$ cat config.mk
export PLATFORM = sky130hd
export DESIGN_NAME = pc_fetch_ldc
export DESIGN_NICKNAME = d
export VERILOG_FILES = /design/src/rtl/pc_fetch_pkg.sv /design/src/rtl/pc_fetch_ctrl.sv /design/src/rtl/pc_fetch_counter.sv /design/src/rtl/pc_fetch_dreg.sv /design/src/rtl/pc_fetch_ldc.sv
export SDC_FILE = /design/constraint.sdc
export NUM_CORES = 1
export LEC_CHECK = 0
export BUFFER_PORTS_ARGS = -buffer_cell sky130_fd_sc_hd__buf_4
export CELL_PAD_IN_SITES_DETAIL_PLACEMENT = 0
export CELL_PAD_IN_SITES_GLOBAL_PLACEMENT = 2
export CORE_MARGIN = 2
export CORE_UTILIZATION = 30
export CTS_BUF_LIST = sky130_fd_sc_hd__clkbuf_4 sky130_fd_sc_hd__clkbuf_8 sky130_fd_sc_hd__clkbuf_16
export DETAILED_ROUTE_END_ITERATION = 8
export PLACE_DENSITY_LB_ADDON = 0.1
export SLEW_MARGIN = 10
export SYNTH_ARGS = -nofsm -noshare
export SYNTH_HDL_FRONTEND = slang
export SYNTH_SLANG_ARGS = --single-unit
$ cat constraint.sdc
create_clock -name clk -period 3 [get_ports clk]
set_clock_uncertainty 0.15 [all_clocks]
set_input_delay 0.6 -clock clk [delete_from_list [all_inputs] [get_ports clk]]
set_output_delay 0.6 -clock clk [all_outputs]
set_load 0.02 [all_outputs]
$ cat src/rtl/pc_fetch_pkg.sv
// Shared selector encodings for the program-counter and fetch block.
// Assumes: each consumer decodes these enums fully; unlisted codes mean hold.
package pc_fetch_pkg;

    // Source for the slave register (program-memory address)
    typedef enum logic [1:0] {
        SLV_HOLD   = 2'd0,
        SLV_INC    = 2'd1,
        SLV_AREG   = 2'd2,
        SLV_MASTER = 2'd3
    } slv_sel_e;

    // Source for the data register
    typedef enum logic [1:0] {
        DH_HOLD = 2'd0,
        DH_CODE = 2'd1,
        DH_PC   = 2'd2
    } dh_sel_e;

endpackage

$ cat src/rtl/pc_fetch_ctrl.sv
// Sequencer for normal fetch and the two-step constant load.
// Assumes: ph3_i marks the one edge per instruction cycle at which state moves;
// ldc_i and call_i are valid whenever ph3_i is high.
module pc_fetch_ctrl
    import pc_fetch_pkg::*;
(
    input  logic     clk,
    input  logic     rst_n,
    input  logic     ph3_i,
    input  logic     ldc_i,
    input  logic     call_i,
    output slv_sel_e slv_sel_o,
    output logic     mst_load_o,
    output dh_sel_e  dh_sel_o,
    output logic     ir_load_o,
    output logic     nop_o,
    output logic     pend_o
);

    logic pend_q;
    logic nop_q;
    logic ir_load;

    // Decode this edge's register transfers from the strobes and pending flag
    always_comb begin
        slv_sel_o  = SLV_HOLD;
        mst_load_o = 1'b0;
        dh_sel_o   = DH_HOLD;
        ir_load    = 1'b0;
        if (ph3_i) begin
            if (pend_q) begin
                dh_sel_o  = DH_CODE;
                slv_sel_o = SLV_MASTER;
            end else begin
                if (call_i) begin
                    dh_sel_o = DH_PC;
                end
                if (ldc_i) begin
                    slv_sel_o = SLV_AREG;
                end else begin
                    slv_sel_o  = SLV_INC;
                    mst_load_o = 1'b1;
                    ir_load    = 1'b1;
                end
            end
        end
    end

    // Track the pending constant fetch and the cleared-instruction flag
    always_ff @(posedge clk) begin
        if (!rst_n) begin
            pend_q <= 1'b0;
            nop_q  <= 1'b1;
        end else if (ph3_i) begin
            if (pend_q) begin
                pend_q <= 1'b0;
            end else if (ldc_i) begin
                pend_q <= 1'b1;
                nop_q  <= 1'b1;
            end else begin
                nop_q  <= 1'b0;
            end
        end
    end

    assign ir_load_o = ir_load & rst_n;
    assign nop_o     = nop_q;
    assign pend_o    = pend_q;

endmodule

$ cat src/rtl/pc_fetch_counter.sv
// Master/slave program counter. The slave drives the program-memory address.
// Assumes: the master copies the slave's new value only when mst_load_i is high.
module pc_fetch_counter
    import pc_fetch_pkg::*;
#(
    parameter int PC_W = 12
) (
    input  logic            clk,
    input  logic            rst_n,
    input  slv_sel_e        slv_sel_i,
    input  logic            mst_load_i,
    input  logic [PC_W-1:0] areg_i,
    output logic [PC_W-1:0] master_o,
    output logic [PC_W-1:0] slave_o
);

    logic [PC_W-1:0] master_q;
    logic [PC_W-1:0] slave_q;
    logic [PC_W-1:0] slave_n;

    // Choose the slave's next value: incremented master, address register, master, or hold
    always_comb begin
        case (slv_sel_i)
            SLV_INC:    slave_n = master_q + PC_W'(1);
            SLV_AREG:   slave_n = areg_i;
            SLV_MASTER: slave_n = master_q;
            default:    slave_n = slave_q;
        endcase
    end

    // Update the slave each edge; the master follows the slave only on a normal advance
    always_ff @(posedge clk) begin
        if (!rst_n) begin
            master_q <= '0;
            slave_q  <= '0;
        end else begin
            slave_q <= slave_n;
            if (mst_load_i) begin
                master_q <= slave_n;
            end
        end
    end

    assign master_o = master_q;
    assign slave_o  = slave_q;

endmodule

$ cat src/rtl/pc_fetch_dreg.sv
// Data register loaded from program-memory code or from the program counter.
// Assumes: DW >= PC_W; the counter value is zero-extended on a call.
module pc_fetch_dreg
    import pc_fetch_pkg::*;
#(
    parameter int PC_W = 12,
    parameter int DW   = 16
) (
    input  logic            clk,
    input  logic            rst_n,
    input  dh_sel_e         dh_sel_i,
    input  logic [DW-1:0]   code_i,
    input  logic [PC_W-1:0] pc_i,
    output logic [DW-1:0]   dh_o
);

    localparam int PAD_W = DW - PC_W;

    logic [DW-1:0] pc_ext;
    logic [DW-1:0] dh_q;

    // Widen the counter value to the data width
    generate
        if (PAD_W > 0) begin : g_pad
            assign pc_ext = {{PAD_W{1'b0}}, pc_i};
        end else begin : g_nopad
            assign pc_ext = pc_i[DW-1:0];
        end
    endgenerate

    // Overwrite the register with the selected source
    always_ff @(posedge clk) begin
        if (!rst_n) begin
            dh_q <= '0;
        end else begin
            case (dh_sel_i)
                DH_CODE: dh_q <= code_i;
                DH_PC:   dh_q <= pc_ext;
                default: dh_q <= dh_q;
            endcase
        end
    end

    assign dh_o = dh_q;

endmodule

$ cat src/rtl/pc_fetch_ldc.sv
// Top: program counter, fetch sequencing and constant-load data path.
// Assumes: pmem_data_i is the program-memory word at pmem_addr_o in the same cycle.
module pc_fetch_ldc
    import pc_fetch_pkg::*;
#(
    parameter int PC_W = 12,
    parameter int DW   = 16
) (
    input  logic            clk,
    input  logic            rst_n,
    input  logic            ph3_i,
    input  logic            ldc_i,
    input  logic            call_i,
    input  logic [PC_W-1:0] areg_i,
    input  logic [DW-1:0]   pmem_data_i,
    output logic [PC_W-1:0] pmem_addr_o,
    output logic            ir_load_o,
    output logic            nop_o,
    output logic [DW-1:0]   dh_o
);

    slv_sel_e        slv_sel;
    dh_sel_e         dh_sel;
    logic            mst_load;
    logic            fetch_pend;
    logic [PC_W-1:0] pc_master;

    pc_fetch_ctrl u_ctrl (
        .clk        (clk),
        .rst_n      (rst_n),
        .ph3_i      (ph3_i),
        .ldc_i      (ldc_i),
        .call_i     (call_i),
        .slv_sel_o  (slv_sel),
        .mst_load_o (mst_load),
        .dh_sel_o   (dh_sel),
        .ir_load_o  (ir_load_o),
        .nop_o      (nop_o),
        .pend_o     (fetch_pend)
    );

    pc_fetch_counter #(.PC_W(PC_W)) u_cnt (
        .clk        (clk),
        .rst_n      (rst_n),
        .slv_sel_i  (slv_sel),
        .mst_load_i (mst_load),
        .areg_i     (areg_i),
        .master_o   (pc_master),
        .slave_o    (pmem_addr_o)
    );

    pc_fetch_dreg #(.PC_W(PC_W), .DW(DW)) u_dreg (
        .clk      (clk),
        .rst_n    (rst_n),
        .dh_sel_i (dh_sel),
        .code_i   (pmem_data_i),
        .pc_i     (pc_master),
        .dh_o     (dh_o)
    );

endmodule

==> run metrics, run 1 <==
Rows=31; synth cell count leaders=dfxtp_1, o21ai_0, nand2_1; Overall Global Routing Usage=15.31%; Setup WS pre-CTS=a little over 0.5 ns; clk_lat worst skew=a little under 0.3 ns; unrepaired setup endpoints after global routing=no; diodes inserted=0; post-DR vias/cell=just under 5; Worst Hold Path EP=u_cnt.slave_o[0]; routed wire length=between 6 and 7 mm; Initial DRC Count=95; CTS tree=yes; IO Count=63; Req. time, crit path=2.25 ns; Max VDD drop=about 0.13 mV; Synth cell types=between 50 and 60; area grow syn2layout=25.95%; fmax=448.5 MHz; final hold viol count=0; cell area power density=433.4 nW/um2; maximum number of pins on one net before global-route repair=47; Critical Path Fanout Max=14; area of the mapped netlist=2232 um2; initial core utilization=between 30% and 40%; post-synthesis sequential area ratio=37.67%; clock-pin transition on the worst setup and hold timing paths=0.08 ns; CTS Buf Count=5; setup tns final=0 ns; Post-CTS Resized=0; Layout Utilization=38.97%; Max Transition Viols Final=0; port bufs=62; status=finished clean; CP Class=reg -> out; flops & latches, synth=42; Worst Setup End Kind=primary output; first-pass GRT wire length=a little over 10 mm; CTS Sinks=42; Routed Antenna Nets=0; element type at the critical path start=register; Primary FF master, synth=dfxtp_1; drt first pass iters=4; layout cells sized above 1=26.06%; cts hold-fix bufs=0; Hold Crit Start=u_cnt.slave_o[0]; FFs w/ async S/R, synth=0%; Post-synth EDFFs=0; Clock Path Buffers=2; total gr overflow=0; count leader, synth=dfxtp_1; Synth area leader=dfxtp_1; Max transition margin=a little under half; synth warn=0; share of the synthesized area in the top cell type=37.67%; Syn Inst Count=between 200 and 300; reg2reg start=u_ctrl.pend_o; worst reg-to-reg setup slack=0.86 ns; die area=8147 um2; fin worst setup slack=0.7705 ns; vias in the first global route=between 2000 and 2500; max-cap viol count=0; CTS root buf=clkbuf_8; worst slew pin tran=0.8092 ns; syn nets=slightly below 300; # setup viols final=0; DIE WIDTH=90.26 um; DRC viols=0; Final GP Congestion=about 0.74; HP Class=reg -> reg; Nets=342; cell leakage power=1.150 nW; routed len/inst=15.21 um; Vias=2005; # H-tree levels=2; core area=7214 um2; Post-CTS Setup Repair Bufs=0; initial antenna violation count=0; Post-DP HPWL=between 4 and 5 mm; final period utilization=74.32%; top cells by area, synth=dfxtp_1, mux2i_1, o21ai_0; CP arrival=roughly 1.5 ns; Worst R2R End=u_dreg.dh_o[8]; Die H=about 90 um; Mean Syn Cell Area=8.618 um2; worst r2r path cells=6; fin crit period=2.229 ns; Min-Delay Path Depth=2
-- cell families after synthesis --
| group | count (synthesis) | share of synthesized area [%] |
|---|---|---|
| AO/OA/AOI/OAI | 72 | 21.24 |
| buffers and inverters | 30 | 7.287 |
| adder cells (fa/ha/maj) | 2 | 1.121 |
| XOR/XNOR | 8 | 3.139 |
| AND/OR/NAND/NOR | 88 | 21.86 |
| flip-flops | 42 | 37.67 |
| multiplexers | 17 | 7.679 |
-- registers in the layout (all words and copies together), names as in the netlist --
| register | flops |
|---|---|
| u_dreg.dh_o | 16 |
| u_cnt.master_o | 12 |
| u_cnt.slave_o | 12 |
| u_ctrl.nop_o | 1 |
| u_ctrl.pend_o | 1 |
-- report_power, final --
part	internal, W	total (W)	switching, W
Sequential	0.000586	0.000609	0.0000235
Combinational	0.000115	0.000237	0.000122
Clock	0.000179	0.000373	0.000194
-- placed cells by master (no fill, tap or decap), drive strengths merged, types with 2 or more instances in the layout --
cell	count
nand2	26
a22oi	5
a21boi	4
a21oi	7
nor2	7
nand2b	2
inv	3
nor4	2
and3	2
nand4	3
o21ai	27
o31ai	2
nand3	7
o311ai	2
o41ai	2
or2	2
mux2i	16
nor3b	2
a221oi	7
or3	4
clkbuf	7
o211ai	3
buf	68
ha	2
nor3	3
xor2	4
a31oi	2
o21a	2
nor2b	6
a21o	2
and2	18
xnor2	4
dfxtp	42
-- critical path, stage by stage (launching register included) --
cell and delay (ns):
dfxtp_1 0.42, buf_4 0.24, nor3b_2 0.19, nand2_1 0.09, inv_1 0.10, buf_4 0.14
-- through the flow --
stage / hold slack, ns / power [W] / cell area, um2 / std cells
floorplan: 0.3629 / 0.0007577 / 2232 / 259
global route: 0.3784 / 0.001288 / 2811 / 406
finish: 0.3337 / 0.001219 / 2811 / 406
global placement: 0.3210 / 0.0008627 / 2728 / 399
detailed placement: 0.3259 / 0.0008625 / 2728 / 399
CTS: 0.3392 / 0.001240 / 2811 / 406
-- layer usage --
metal,GRT usage (%),vias to the layer above,part of all wire (%)
met4,4.744,0,1.3
met5,0,-,0
met3,4.174,6,4.6
li1,-,1023,-
met1,19.98,935,47
met2,24.69,41,47
-- worst max-delay path by stage --
stage / from / endpoint / slack (ns)
after floorplan: ph3_i / u_dreg.dh_o[3] / 0.56
after global placement: ph3_i / u_dreg.dh_o[11] / 0.51
after detailed placement: ph3_i / u_dreg.dh_o[8] / 0.50
after CTS: u_ctrl.pend_o / ir_load_o / 0.75
after global routing: u_ctrl.pend_o / ir_load_o / 0.67
final: u_ctrl.pend_o / ir_load_o / 0.77
-- cell type report --
type                            instances  area (um2)
Inverter                                3       11.26
Clock buffer                            7       83.83
Sequential cell                        42       840.8
Multi-Input combinational cell        187        1229
Fill cell                             785        4403
Timing Repair Buffer                   68       523.0
Tap cell                               99       123.9
No activity file was read; power rests on OpenSTA's default activity.
==> run 2, diff against run 1 <==
clock period = 2.3 ns   (was 3 ns; I/O delays follow)
==> run 2 against run 1 <==
Total power rose by 32%. Global-route usage fell by 0.19 points. Die area did not move. Sequential power rose by 29%. Flip-flop and latch count did not move. Critical path depth did not move. Count of clock-buffer cells in the layout did not move. Wire length barely moved. Clock power rose by 32%.
==> run metrics, run 2 (same netlist as run 1, synthesis figures left out) <==
status=finished clean; fmax=just over 500 MHz; clock-pin transition on the worst setup and hold timing paths=0.08 ns (about the same); sequential fraction of design power=48.9% (-1.1 points); core area=7214 um2 (unchanged); part of the power in the clock network=30.6% (about the same); final design instance area without fill=2899 um2 (+3.1%); net switching power=0.0004510 W (+33%); total gr overflow=0 (unchanged); area grow syn2layout=29.88%; vias in the first global route=1952 (-4.3%); max-cap viol count=0 (unchanged); routed wire length=6.177 mm (about the same); Post-CTS Setup Repair Bufs=0 (unchanged); Critical Path Fanout Max=8 (-6); final period utilization=85.40%; worst slew pin tran=0.4102 ns (-0.3990 ns); Min-Delay Path Depth=3 (+1); switching share of power=28.01% (+0.17 points); commonest cells after routing, fill and taps aside=buf_4, dfxtp_1, o21ai_0; Routed Antenna Nets=0 (unchanged); maximum number of pins on one net before global-route repair=46 (-2.1%); Worst Setup End Kind=primary output; layout cells sized above 1=28.39% (+2.3 points); Final GP Congestion=0.7242 (-2.3%); Max Transition Viols Final=0 (unchanged); initial antenna violation count=0 (unchanged); CTS root buf=clkbuf_8; Post-CTS Resized=0 (unchanged); commonest non-fill, non-tap cell in the layout=buf_4; CTS tree=yes; Post-DP HPWL=4.373 mm (+2.6%); CP arrival=1.35 ns (-0.13 ns); # H-tree levels=2 (unchanged); Req. time, crit path=1.69 ns (-0.56 ns); IO Count=63 (unchanged); fin crit period=1.964 ns; post-DR vias/cell=4.887 (-1.0%); CTS Sinks=42 (unchanged); worst r2r path cells=7 (+1); Initial DRC Count=67 (-29%); Max transition margin=72.65% (+27 points); logic gate share of total power=20.5% (+1.1 points); Overall Global Routing Usage=15.12% (-0.19 points); fill cell count=789 (+0.51%); unrepaired setup endpoints after global routing=no; final hold viol count=0 (unchanged); routed len/inst=14.85 um (-2.4%); die area=8147 um2 (unchanged); fin worst setup slack=0.3357 ns (-0.4348 ns); total power draw=0.001610 W (+32%); Setup WS pre-CTS=0.2716 ns (-0.2322 ns); Pint=0.001159 W (+32%); CP Class=reg -> out; Die H=90.26 um (unchanged); Nets=352 (+2.9%); drt first pass iters=4 (unchanged); cell leakage power=1.203 nW (+4.6%); port bufs=62 (unchanged); Rows=31 (unchanged); cts hold-fix bufs=0 (unchanged); # setup viols final=0 (unchanged); Max VDD drop=0.1732 mV (+30%); initial core utilization=30.94% (unchanged); Vias=2033 (+1.4%); clk_lat worst skew=0.30 ns (about the same); Clock Path Buffers=2 (unchanged); cell area power density=555.5 nW/um2 (+28%); CTS Buf Count=5 (unchanged); DRC viols=0 (unchanged); Cell Area, Placed=2815 um2 (+3.2%); setup tns final=0 ns (unchanged); HP Class=in -> reg; element type at the critical path start=register; DIE WIDTH=90.26 um (unchanged); diodes inserted=0 (unchanged); first-pass GRT wire length=10.01 mm (-1.5%); number of flip-flops in the largest register=16 (unchanged)
==> run 2: cell types whose count changed in the layout (fill, tap and decap cells not counted), sizes merged <==
cell,before,now
buf,68,78
==> run 2: cell type report <==
class | count | area, um2 | share of cell area, %
Sequential cell | 42 | 840.8 | 29.00
Timing Repair Buffer | 78 | 610.6 | 21.06
Inverter | 3 | 11.26 | 0.3884
Tap cell | 99 | 123.9 | 4.273
Clock buffer | 7 | 83.83 | 2.892
Multi-Input combinational cell | 187 | 1229 | 42.38
==> run 2: critical path: stages, from the launching register on <==
cell and delay (ns):
dfxtp_1 0.36, buf_4 0.19, nor3b_2 0.19, nand2_1 0.09, inv_1 0.08, buf_4 0.14
==> run 2: final timing paths <==
path	startpoint	slack [ns]	to
setup / recovery	u_ctrl.pend_o	0.34	ir_load_o
hold / removal	pmem_data_i[12]	0.27	u_dreg.dh_o[12]
setup reg to reg	u_ctrl.pend_o	0.36	u_dreg.dh_o[15]
hold reg to reg	u_cnt.slave_o[0]	0.34	u_cnt.slave_o[0]
==> run 2: power groups by stage <==
stage                     Clock [W]  Sequential, W  Combinational, W
after floorplan                   0       0.000838          0.000151
after global placement            0       0.000805          0.000334
after detailed placement          0       0.000805          0.000334
after CTS                  0.000503       0.000788          0.000335
after global routing       0.000523       0.000793          0.000360
final                      0.000493       0.000788          0.000330
==> run 2: per-layer routing <==
| metal | share of wire [%] | wire (um) | up-vias | track usage [%] |
|---|---|---|---|---|
| met5 | 0 | 0 | - | 0 |
| met4 | 1.3 | 83 | 0 | 5.000 |
| met3 | 3.4 | 212 | 8 | 3.255 |
| met2 | 47 | 2904 | 40 | 23.93 |
| met1 | 48 | 2975 | 948 | 20.47 |
| li1 | - | - | 1037 | - |
==> run 2: through the flow <==
step	util, %	hold WS (ns)	std cells
2_1_floorplan	-	0.3629	259
3_3_place_gp	39.02	0.3268	409
3_5_place_dp	39.02	0.3308	409
4_1_cts	40.18	0.2629	416
5_1_grt	40.18	0.2732	416
6_report	40.18	0.2665	416
==> run 3, diff against run 2 <==
GPL_ROUTABILITY_DRIVEN = 0   (was unset)
PLACE_DENSITY_LB_ADDON = 0.08   (was 0.1)
==> run 3 against run 2 <==
Final area shrank 0.60%. Critical path depth did not move. Via count decreased by 0.30%. Die area unchanged. Flip-flop and latch count did not move. First-iteration DRC count grew 42%. Cell count is the same. Maximum frequency down 3.5%. Worst hold slack improved by 0.00068 ns. Utilization is 0.24 points lower. Critical path type unchanged. Highest routed layer unchanged. Combinational power down 3%.
==> run metrics, run 3 (same netlist as run 1, synthesis figures left out) <==
clk_lat worst skew=0.30 ns (about the same); initial antenna violation count=0 (unchanged); Post-CTS Resized=0 (unchanged); element type at the critical path start=register; DRC viols=0 (unchanged); Routed Antenna Nets=0 (unchanged); CTS Sinks=42 (unchanged); final period utilization=88.52% (+3.1 points); Initial DRC Count=95 (+42%); final hold viol count=0 (unchanged); initial core utilization=30.94% (unchanged); fill cell count=760 (-3.7%); Clock Path Buffers=2 (unchanged); core area=7214 um2 (unchanged); routed wire length=6.113 mm (-1.0%); drt first pass iters=4 (unchanged); fmax=491.2 MHz (-3.5%); routed len/inst=14.69 um (-1.0%); CTS Buf Count=5 (unchanged); CTS tree=yes; # setup viols final=0 (unchanged); Overall Global Routing Usage=15.50% (+0.38 points); HP Class=in -> reg; CP bufs+invs=3 (unchanged); Top cell by count, worst path=buf_4; IO Count=63 (unchanged); slowest stage delay, CP=0.40 ns (+0.04 ns); CP arrival=1.43 ns (+0.08 ns); Worst Setup End Kind=primary output; # H-tree levels=2 (unchanged); Slowest-stage cell, CP=dfxtp_1; Nets=352 (unchanged); Critical Path Fanout Max=10 (+2); Max VDD drop=0.1854 mV (+7.0%); Rows=31 (unchanged); cell area power density=544.4 nW/um2 (-2.0%); area grow syn2layout=29.09%; diodes inserted=0 (unchanged); total power draw=0.001569 W (-2.6%); maximum number of pins on one net before global-route repair=46 (unchanged); worst slew pin tran=0.4099 ns (-0.0002961 ns); Crit path max-delay family=buffers and inverters; post-DR vias/cell=4.873 (-0.30%); max-cap viol count=0 (unchanged); first-pass GRT wire length=10.13 mm (+1.2%); critical path, cell by cell=buf_4 -> nor3b_2 -> nand2_1 -> inv_1 -> buf_4; Post-CTS Setup Repair Bufs=0 (unchanged); DIE WIDTH=90.26 um (unchanged); status=finished clean; Max Transition Viols Final=0 (unchanged); commonest non-fill, non-tap cell in the layout=buf_4; cts hold-fix bufs=0 (unchanged); port bufs=62 (unchanged); die area=8147 um2 (unchanged); layout cells sized above 1=28.39% (unchanged); fin crit period=2.036 ns (+0.07169 ns); total gr overflow=0 (unchanged); commonest cells after routing, fill and taps aside=buf_4, dfxtp_1, o21ai_0; number of flip-flops in the largest register=16 (unchanged); Vias=2027 (-0.30%); CTS root buf=clkbuf_8; Die H=90.26 um (unchanged); unrepaired setup endpoints after global routing=no; CP Class=reg -> out; Req. time, crit path=1.69 ns (about the same); cell leakage power=1.196 nW (-0.58%); Fin Hold WS=0.2671 ns (+0.0006770 ns); fin worst setup slack=0.2640 ns (-0.07169 ns); Post-DP HPWL=4.376 mm (about the same); Max transition margin=72.67% (about the same); Setup WS pre-CTS=0.3025 ns (+0.03099 ns); vias in the first global route=1959 (+0.36%); setup tns final=0 ns (unchanged); clock-pin transition on the worst setup and hold timing paths=0.08 ns (about the same)
[run 3: cell count changes in the layout (fill, tap and decap cells not counted)]
cell	before	now
buf_12	2	1
buf_4	76	77
clkbuf_4	2	0
clkinv_2	0	2
[run 3: path summary, 6_finish.rpt]
path	start	depth (start not counted)	slack (ns)	endpoint
worst max-delay path	u_ctrl.pend_o	5	0.26	ir_load_o
worst min-delay path	pmem_data_i[15]	3	0.27	u_dreg.dh_o[15]
worst max register to register	u_ctrl.pend_o	7	0.35	u_dreg.dh_o[13]
worst min register to register	u_cnt.slave_o[0]	2	0.33	u_cnt.slave_o[0]
[run 3: power by group]
| part | switching (W) | internal [W] | leakage (nW) |
|---|---|---|---|
| combinational | 0.000163 | 0.000158 | 0.809 |
| clock | 0.000255 | 0.000204 | 0.0438 |
| sequential | 0.0000249 | 0.000764 | 0.343 |
| total | 0.000443 | 0.00113 | 1.20 |
[run 3: layout make-up]
cell class	instances	area (um2)	area share, %
clock inverter	2	10.01	0.3474
tap	99	123.9	4.299
clock buffer	5	68.82	2.388
inverter	3	11.26	0.3908
multi-input combinational	187	1229	42.64
timing repair buffer	78	598.1	20.76
sequential	42	840.8	29.18
[run 3: routing by layer]
| layer | GRT usage (%) | wire length [um] | vias to the layer above |
|---|---|---|---|
| met5 | 0 | 0 | - |
| met4 | 5.385 | 89 | 0 |
| met3 | 3.506 | 214 | 7 |
| met2 | 24.62 | 2908 | 41 |
| met1 | 20.74 | 2900 | 944 |
| li1 | - | - | 1035 |
[run 3: worst register-to-register path, cell delays in order (launching register included)]
cell and delay [ns]:
dfxtp_1 0.50, inv_1 0.20, and3_1 0.19, ha_1 0.28, buf_4 0.17, nor2_1 0.20
a22oi_1 0.10, nor2b_1 0.11
[run 3: stage by stage]
stage / std cells / instance area (um2) / util (%)
2_1_floorplan: 259 / 2235 / -
3_3_place_gp: 409 / 2803 / 38.85
3_5_place_dp: 409 / 2803 / 38.85
4_1_cts: 416 / 2882 / 39.94
5_1_grt: 416 / 2882 / 39.94
6_report: 416 / 2882 / 39.94
